`src/rtl/i2c_csum_master.sv`:
```
module i2c_csum_master #(
  parameter int CLK_HZ      = 100_000_000,
  parameter int T_HIGH_NS   = 4000,
  parameter int T_LOW_NS    = 4700,
  parameter int STRETCH_CYC = 4096,
  parameter int RD_TRIES    = 4,
  parameter int WR_TRIES    = 2
)(
  input  logic        clk,
  input  logic        rst_n,
  input  logic        cmd_valid,
  input  logic        cmd_rd,
  input  logic [6:0]  cmd_dev,
  input  logic [14:0] cmd_reg,
  input  logic [15:0] cmd_wdata,
  output logic        busy,
  output logic        done,
  output logic        err,
  output logic [15:0] rdata,
  input  logic        scl_i,
  output logic        scl_oe,
  input  logic        sda_i,
  output logic        sda_oe
);
  localparam longint NS_S   = 1_000_000_000;
  localparam int HC_RAW     = int'((longint'(CLK_HZ) * T_HIGH_NS + NS_S - 1) / NS_S);
  localparam int LC_RAW     = int'((longint'(CLK_HZ) * T_LOW_NS + NS_S - 1) / NS_S);
  localparam int HC         = (HC_RAW < 2) ? 2 : HC_RAW;
  localparam int LC         = (LC_RAW < 2) ? 2 : LC_RAW;
  localparam int CMAX       = (STRETCH_CYC > HC) ? ((STRETCH_CYC > LC) ? STRETCH_CYC : LC) : ((HC > LC) ? HC : LC);
  localparam int CW         = $clog2(CMAX + 1);
  localparam int TMAX       = (RD_TRIES > WR_TRIES) ? RD_TRIES : WR_TRIES;
  localparam int TW         = $clog2(TMAX + 1);

  typedef enum logic [2:0] {S_IDLE, S_LOW, S_RISE, S_HIGH, S_EDGE} st_t;
  typedef enum logic [2:0] {K_START, K_STOP, K_WR, K_RD, K_PULSE} kind_t;

  st_t         st;
  kind_t       kind;
  logic [CW-1:0] cnt;
  logic [3:0]  step, bitn;
  logic [TW-1:0] tries;
  logic        rec, rd_q, sda_q;
  logic [6:0]  dev_q;
  logic [14:0] reg_q;
  logic [15:0] wd_q;
  logic [7:0]  rx, hi_q, lo_q, tx;

  function automatic logic [7:0] oc_add(input logic [7:0] a, input logic [7:0] b);
    logic [8:0] s;
    s = {1'b0, a} + {1'b0, b};
    return s[7:0] + {7'd0, s[8]};
  endfunction

  logic [7:0] rh, rl, cs_rd, cs_wr;
  assign rh    = {reg_q[14:8], rd_q};
  assign rl    = reg_q[7:0];
  assign cs_rd = ~oc_add(rh, rl);
  assign cs_wr = ~oc_add(oc_add(oc_add(rh, rl), wd_q[15:8]), wd_q[7:0]);

  always_comb begin
    if (rec)       kind = (step < 4'd9) ? K_PULSE : ((step == 4'd9) ? K_START : K_STOP);
    else if (rd_q)
      case (step)
        4'd0, 4'd5:                   kind = K_START;
        4'd1, 4'd2, 4'd3, 4'd4, 4'd6: kind = K_WR;
        4'd7, 4'd8, 4'd9:             kind = K_RD;
        default:                      kind = K_STOP;
      endcase
    else
      case (step)
        4'd0:                                 kind = K_START;
        4'd1, 4'd2, 4'd3, 4'd4, 4'd5, 4'd6:   kind = K_WR;
        default:                              kind = K_STOP;
      endcase
  end

  always_comb
    case (step)
      4'd1:    tx = {dev_q, 1'b0};
      4'd2:    tx = rh;
      4'd3:    tx = rl;
      4'd4:    tx = rd_q ? cs_rd : wd_q[15:8];
      4'd5:    tx = wd_q[7:0];
      4'd6:    tx = rd_q ? {dev_q, 1'b1} : cs_wr;
      default: tx = 8'h00;
    endcase

  logic [2:0] bsel;
  logic last_bit, tx_bit, sda_rel, hi_end, edge_end, want_one, nack, tmo, fail;
  logic [TW-1:0] limit;
  assign bsel     = 3'd7 - bitn[2:0];
  assign last_bit = (bitn == 4'd8);
  assign tx_bit   = tx[bsel];
  assign limit    = rd_q ? TW'(RD_TRIES) : TW'(WR_TRIES);

  always_comb
    case (kind)
      K_START: sda_rel = (st != S_EDGE);
      K_STOP:  sda_rel = (st == S_EDGE);
      K_WR:    sda_rel = last_bit | tx_bit;
      K_RD:    sda_rel = !last_bit | (step == 4'd9);
      default: sda_rel = 1'b1;
    endcase

  assign hi_end   = (st == S_HIGH) && (cnt == CW'(HC - 1));
  assign edge_end = (st == S_EDGE) && (cnt == CW'(HC - 1));
  assign want_one = !rec && ((kind == K_START) || (kind == K_WR && !last_bit && tx_bit));
  assign nack     = !rec && (kind == K_WR) && last_bit && sda_i;
  assign tmo      = (st == S_RISE) && !scl_i && (cnt == CW'(STRETCH_CYC - 1));
  assign fail     = tmo || (hi_end && ((want_one && !sda_i) || nack));

  assign scl_oe = (st == S_LOW);
  assign sda_oe = sda_q;
  assign busy   = (st != S_IDLE);

  always_ff @(posedge clk or negedge rst_n)
    if (!rst_n) begin
      st <= S_IDLE; cnt <= '0; step <= '0; bitn <= '0; tries <= '0;
      rec <= 1'b0; rd_q <= 1'b0; sda_q <= 1'b0; dev_q <= '0; reg_q <= '0; wd_q <= '0;
      rx <= '0; hi_q <= '0; lo_q <= '0; done <= 1'b0; err <= 1'b0; rdata <= '0;
    end else begin
      done <= 1'b0;
      if (st == S_IDLE || st == S_LOW || st == S_EDGE) sda_q <= (st != S_IDLE) && !sda_rel;
      case (st)
        S_IDLE: if (cmd_valid) begin
          rd_q <= cmd_rd; dev_q <= cmd_dev; reg_q <= cmd_reg; wd_q <= cmd_wdata;
          tries <= '0; rec <= 1'b0; step <= '0; bitn <= '0; cnt <= '0; err <= 1'b0;
          st <= S_LOW;
        end
        S_LOW: if (cnt == CW'(LC - 1)) begin cnt <= '0; st <= S_RISE; end
               else cnt <= cnt + 1'b1;
        S_RISE: if (scl_i) begin cnt <= '0; st <= S_HIGH; end
                else cnt <= cnt + 1'b1;
        S_HIGH: if (hi_end) begin
          cnt <= '0;
          if (kind == K_RD && !last_bit) begin
            rx <= {rx[6:0], sda_i};
            if (bitn == 4'd7 && step == 4'd7) hi_q <= {rx[6:0], sda_i};
            if (bitn == 4'd7 && step == 4'd8) lo_q <= {rx[6:0], sda_i};
          end
          if (kind == K_START || kind == K_STOP) st <= S_EDGE;
          else if ((kind == K_WR || kind == K_RD) && !last_bit) begin
            bitn <= bitn + 1'b1; st <= S_LOW;
          end else begin
            bitn <= '0; step <= step + 1'b1; st <= S_LOW;
          end
        end else cnt <= cnt + 1'b1;
        S_EDGE: if (edge_end) begin
          cnt <= '0;
          if (kind != K_STOP) begin
            bitn <= '0; step <= step + 1'b1; st <= S_LOW;
          end else if (!rec) begin
            done <= 1'b1; st <= S_IDLE;
            if (rd_q) rdata <= {hi_q, lo_q};
          end else if (tries == limit) begin
            done <= 1'b1; err <= 1'b1; st <= S_IDLE;
          end else begin
            rec <= 1'b0; step <= '0; bitn <= '0; st <= S_LOW;
          end
        end else cnt <= cnt + 1'b1;
        default: st <= S_IDLE;
      endcase
      if (fail) begin
        cnt <= '0; step <= '0; bitn <= '0;
        if (!rec) begin
          tries <= tries + 1'b1; rec <= 1'b1; st <= S_LOW;
        end else begin
          done <= 1'b1; err <= 1'b1; sda_q <= 1'b0; st <= S_IDLE;
        end
      end
    end

  AST_SDA_STEADY_SCL_HIGH: assert property (@(posedge clk) disable iff (!rst_n)
    (!scl_oe && $past(!scl_oe) && scl_i && st != S_EDGE) |-> $stable(sda_oe));
  AST_DONE_ONE_CYCLE: assert property (@(posedge clk) disable iff (!rst_n)
    done |=> !done);
  AST_IDLE_LINES_FREE: assert property (@(posedge clk) disable iff (!rst_n)
    (st == S_IDLE) |-> (!scl_oe && !sda_oe));
  AST_TRIES_IN_BUDGET: assert property (@(posedge clk) disable iff (!rst_n)
    busy |-> (tries <= limit));
  AST_ERR_WITH_DONE: assert property (@(posedge clk) disable iff (!rst_n)
    $rose(err) |-> done);
endmodule

```
`config.mk`:
```
export PLATFORM = sky130hd
export DESIGN_NAME = i2c_csum_master
export DESIGN_NICKNAME = d
export VERILOG_FILES = /design/src/rtl/i2c_csum_master.sv
export SDC_FILE = /design/constraint.sdc
export NUM_CORES = 1
export LEC_CHECK = 0
export ABC_AREA = 1
export CORE_MARGIN = 5
export CORE_UTILIZATION = 56
export CTS_CLUSTER_DIAMETER = 80
export DETAILED_ROUTE_END_ITERATION = 6
export PLACE_DENSITY = 0.78
export SETUP_SLACK_MARGIN = 0.5
export SLEW_MARGIN = 20
export SYNTH_ARGS = -nofsm -noshare
export SYNTH_HDL_FRONTEND = slang
export SYNTH_SLANG_ARGS = --single-unit
```
`constraint.sdc`:
```
create_clock -name clk -period 8.2 [get_ports clk]
set_input_delay 1.64 -clock clk [delete_from_list [all_inputs] [get_ports clk]]
set_output_delay 1.64 -clock clk [all_outputs]
set_load 0.02 [all_outputs]
```
==> impl_results.md <==
* Total negative slack at 0 ns
* Avg Inst Size Synth at 7.353 um2
* F_max at 135.8 MHz
* Vias after detailed routing at 6868
* IO Pins at 65
* Slowest CP cell: dfrtp_1
* Crit-path max cell delay at 0.41 ns
* Yosys cell types at 50
* Final cycle utilization of the critical path at 89.81%
* Initial antenna violation count at 0
* Commonest non-fill, non-tap cell in the layout: nand2_1
* CTS Sinks at 109
* Pin slew with the least headroom to its limit at 0.7263 ns
* Post-synth EDFFs at 0
* Worst Hold Class: register to register
* RSZ-0062 raised after global routing: no
* Largest family of logic cells by synthesized area: simple AND/OR/NAND/NOR gates
* Simple-Gate Fraction of Synth Area at 32.32%
* Ys async rst share at 100.0%
* Top_reg_cell synth: dfrtp_1
* Hold depth at 2
* Wirelength, routed at 19080 um
* Crit path launch type: register
* Post-DP HPWL at 13890 um
* Gate count of the mapped netlist at 1006
* Row cnt at 42
* Syn nets at 1097
* Number of cells on the worst reg-to-reg path at 56
* Sequential share of the synthesized area at 36.87%
* Vias in the first global route at 6420
* Reg clk slew, reported paths at 0.08 ns
* Post-CTS Hold Fix Bufs at 0
* Wire length per cell at 15.22 um
* Die span in x at 124.9 um
* Final antenna-violating net count at 0
* Inserted Diodes at 0
* Starting DRT DRC Count at 476
* CTS tree: done
* Final setup viols at 0
* Core ar. at 13090 um2
* Pin count of the biggest net entering global routing at 57
* Max_slew headroom at 51.40%
* Final worst slack at 0.8357 ns
* Most used cell, CP: nand2_1
* DRC violations left at 0
* Starting Density at 56.53%
* H-tree Lvls at 3
* 1st-pass router iterations at 5
* Clock Tree Root: clkbuf_16
* GRT Util Overall at 24.03%
* Pins Over Slew Limit at 0
* Data required time at the worst endpoint at 8.44 ns
* Die H at 124.9 um
* Max cap viols at 0
* Crit path capture type: register
* Tmin final at 7.364 ns
* Die Area at 15610 um2
* IO Port Bufs at 64
* Latest clock arrival within the worst-skew pair at 0.36 ns
* Cell Area, Synth at 7397 um2
* Gr ovfl total at 0
* Fin util at 67.84%
* Via/cell ratio at 5.477
* Worst slack at placement at 0.7406 ns
* Worst hold slack at 0.4896 ns
* Post-synthesis mux area share at 2.943%
* Post-synthesis compound-gate area fraction at 9.608%
* Placer Congestion at 0.9555
* Worst-path fanout max at 6
* Clock skew at 0.01058 ns
* CTS Buffer Depth at 2
* Crit path kind: register to register
* First-pass GRT wire length at 31240 um
* Commonest non-fill, non-tap cells in the layout: nand2_1, inv_1, dfrtp_1
* Crit path arrival time at 7.61 ns
* Synth Area in Adders at 8.254%
* Layout cells sized above 1 at 12.24%
* Area growth syn-to-layout at 20.01%
* Num CTS Buffers at 9
* Hold Vio Cnt, Final at 0
* Outcome: finished, final reports clean
* # nets final at 1164
* XOR/XNOR share of the synthesized area at 2.368%
* Number of synthesized register bits at 109
* Synthesis Warnings at 0
==> final cells by class <==
type                    count  area (um2)
fillers                  1107        4208
clock buffers              10       239.0
repair buffers             75       720.7
well taps                 176       220.2
multi-input cells         750        4402
clock inverters             6       81.33
inverters                 128       480.5
flip-flops and latches    109        2734
==> stage by stage <==
stage | area (um2) | cells
after floorplan | 7397 | 1006
after global placement | 8222 | 1232
after detailed placement | 8222 | 1232
after CTS | 8542 | 1248
after global routing | 8877 | 1254
final | 8877 | 1254
==> path summary, 6_finish.rpt <==
path	start	to	slack (ns)
worst max-delay path	reg_q[0]$_DFFE_PN0P_	step[1]$_DFFE_PN0P_	0.84
worst min-delay path	lo_q[5]$_DFFE_PN0P_	lo_q[5]$_DFFE_PN0P_	0.49
worst max register to register	reg_q[0]$_DFFE_PN0P_	step[1]$_DFFE_PN0P_	0.84
worst min register to register	lo_q[5]$_DFFE_PN0P_	lo_q[5]$_DFFE_PN0P_	0.49
max in group asynchronous	rst_n	lo_q[4]$_DFFE_PN0P_	5.72
min in group asynchronous	rst_n	reg_q[8]$_DFFE_PN0P_	1.33
==> state kept, by name (all words and copies together) (netlist names), 7 cells and up <==
name,cells
wd_q,16
lo_q,8
reg_q,15
rx,7
rdata,16
cnt,13
hi_q,8
dev_q,7
==> cells by family (layout without fill, tap and decap cells) <==
| logic type | after synthesis | count (layout) |
|---|---|---|
| XOR/XNOR | 20 | 20 |
| AND/OR/NAND/NOR | 547 | 547 |
| multiplexers | 16 | 16 |
| flip-flops | 109 | 109 |
| AO/OA/AOI/OAI | 120 | 120 |
| adder cells (fa/ha/maj) | 47 | 47 |
| buffers and inverters | 147 | 219 |
==> what timing repair did <==
| item | in CTS | in global routing |
|---|---|---|
| setup endpoints to repair | 0 | 29 |
| gates resized for setup | 0 | 61 |
| buffers inserted | 0 | 6 |
==> routing by layer <==
metal	GRT usage (%)	up-vias	share of wire [%]
met5	0	-	0
met4	5.548	0	1.5
met3	6.780	32	5.3
met2	39.03	191	48
met1	32.25	3238	45
li1	-	3407	-
==> synthesized netlist by cell type (2+ instances only) <==
cell type / number / area [um2]
xnor2_1: 6 / 52.55
mux2_2: 6 / 67.56
a211oi_1: 3 / 22.52
nor3_1: 15 / 75.07
nor2_1: 84 / 315.3
a31oi_1: 3 / 18.77
buf_2: 4 / 20.02
nor2_4: 4 / 45.04
mux2_4: 10 / 150.1
dfrtp_1: 109 / 2728
fa_1: 3 / 60.06
inv_1: 122 / 457.9
or2_2: 3 / 18.77
clkbuf_1: 13 / 48.80
nand4_1: 22 / 137.6
nor2_2: 6 / 37.54
o21ai_0: 44 / 220.2
nand2_4: 3 / 33.78
nand2_1: 320 / 1201
o21ai_1: 9 / 45.04
ha_1: 44 / 550.5
o22ai_1: 8 / 50.05
nand3_2: 4 / 40.04
a221oi_1: 5 / 43.79
nand2_2: 3 / 18.77
nand3_1: 73 / 365.4
inv_2: 6 / 22.52
or3_1: 2 / 12.51
o211ai_1: 3 / 22.52
or4_1: 2 / 15.01
a21oi_1: 31 / 155.2
nor4_4: 2 / 42.54
o21bai_1: 4 / 30.03
xor2_1: 14 / 122.6
==> worst max-delay path, delay by kind of cell, from the launching register on <==
kind | cells | cell delay, ns
AO/OA/AOI/OAI | 6 | 0.78
adder cells (fa/ha/maj) | 8 | 1.98
buffers and inverters | 5 | 0.31
flip-flops | 1 | 0.41
AND/OR/NAND/NOR | 37 | 3.78
Power is not shown: default switching activity piles up to over one toggle a cycle in this logic, so the estimate is an artifact.
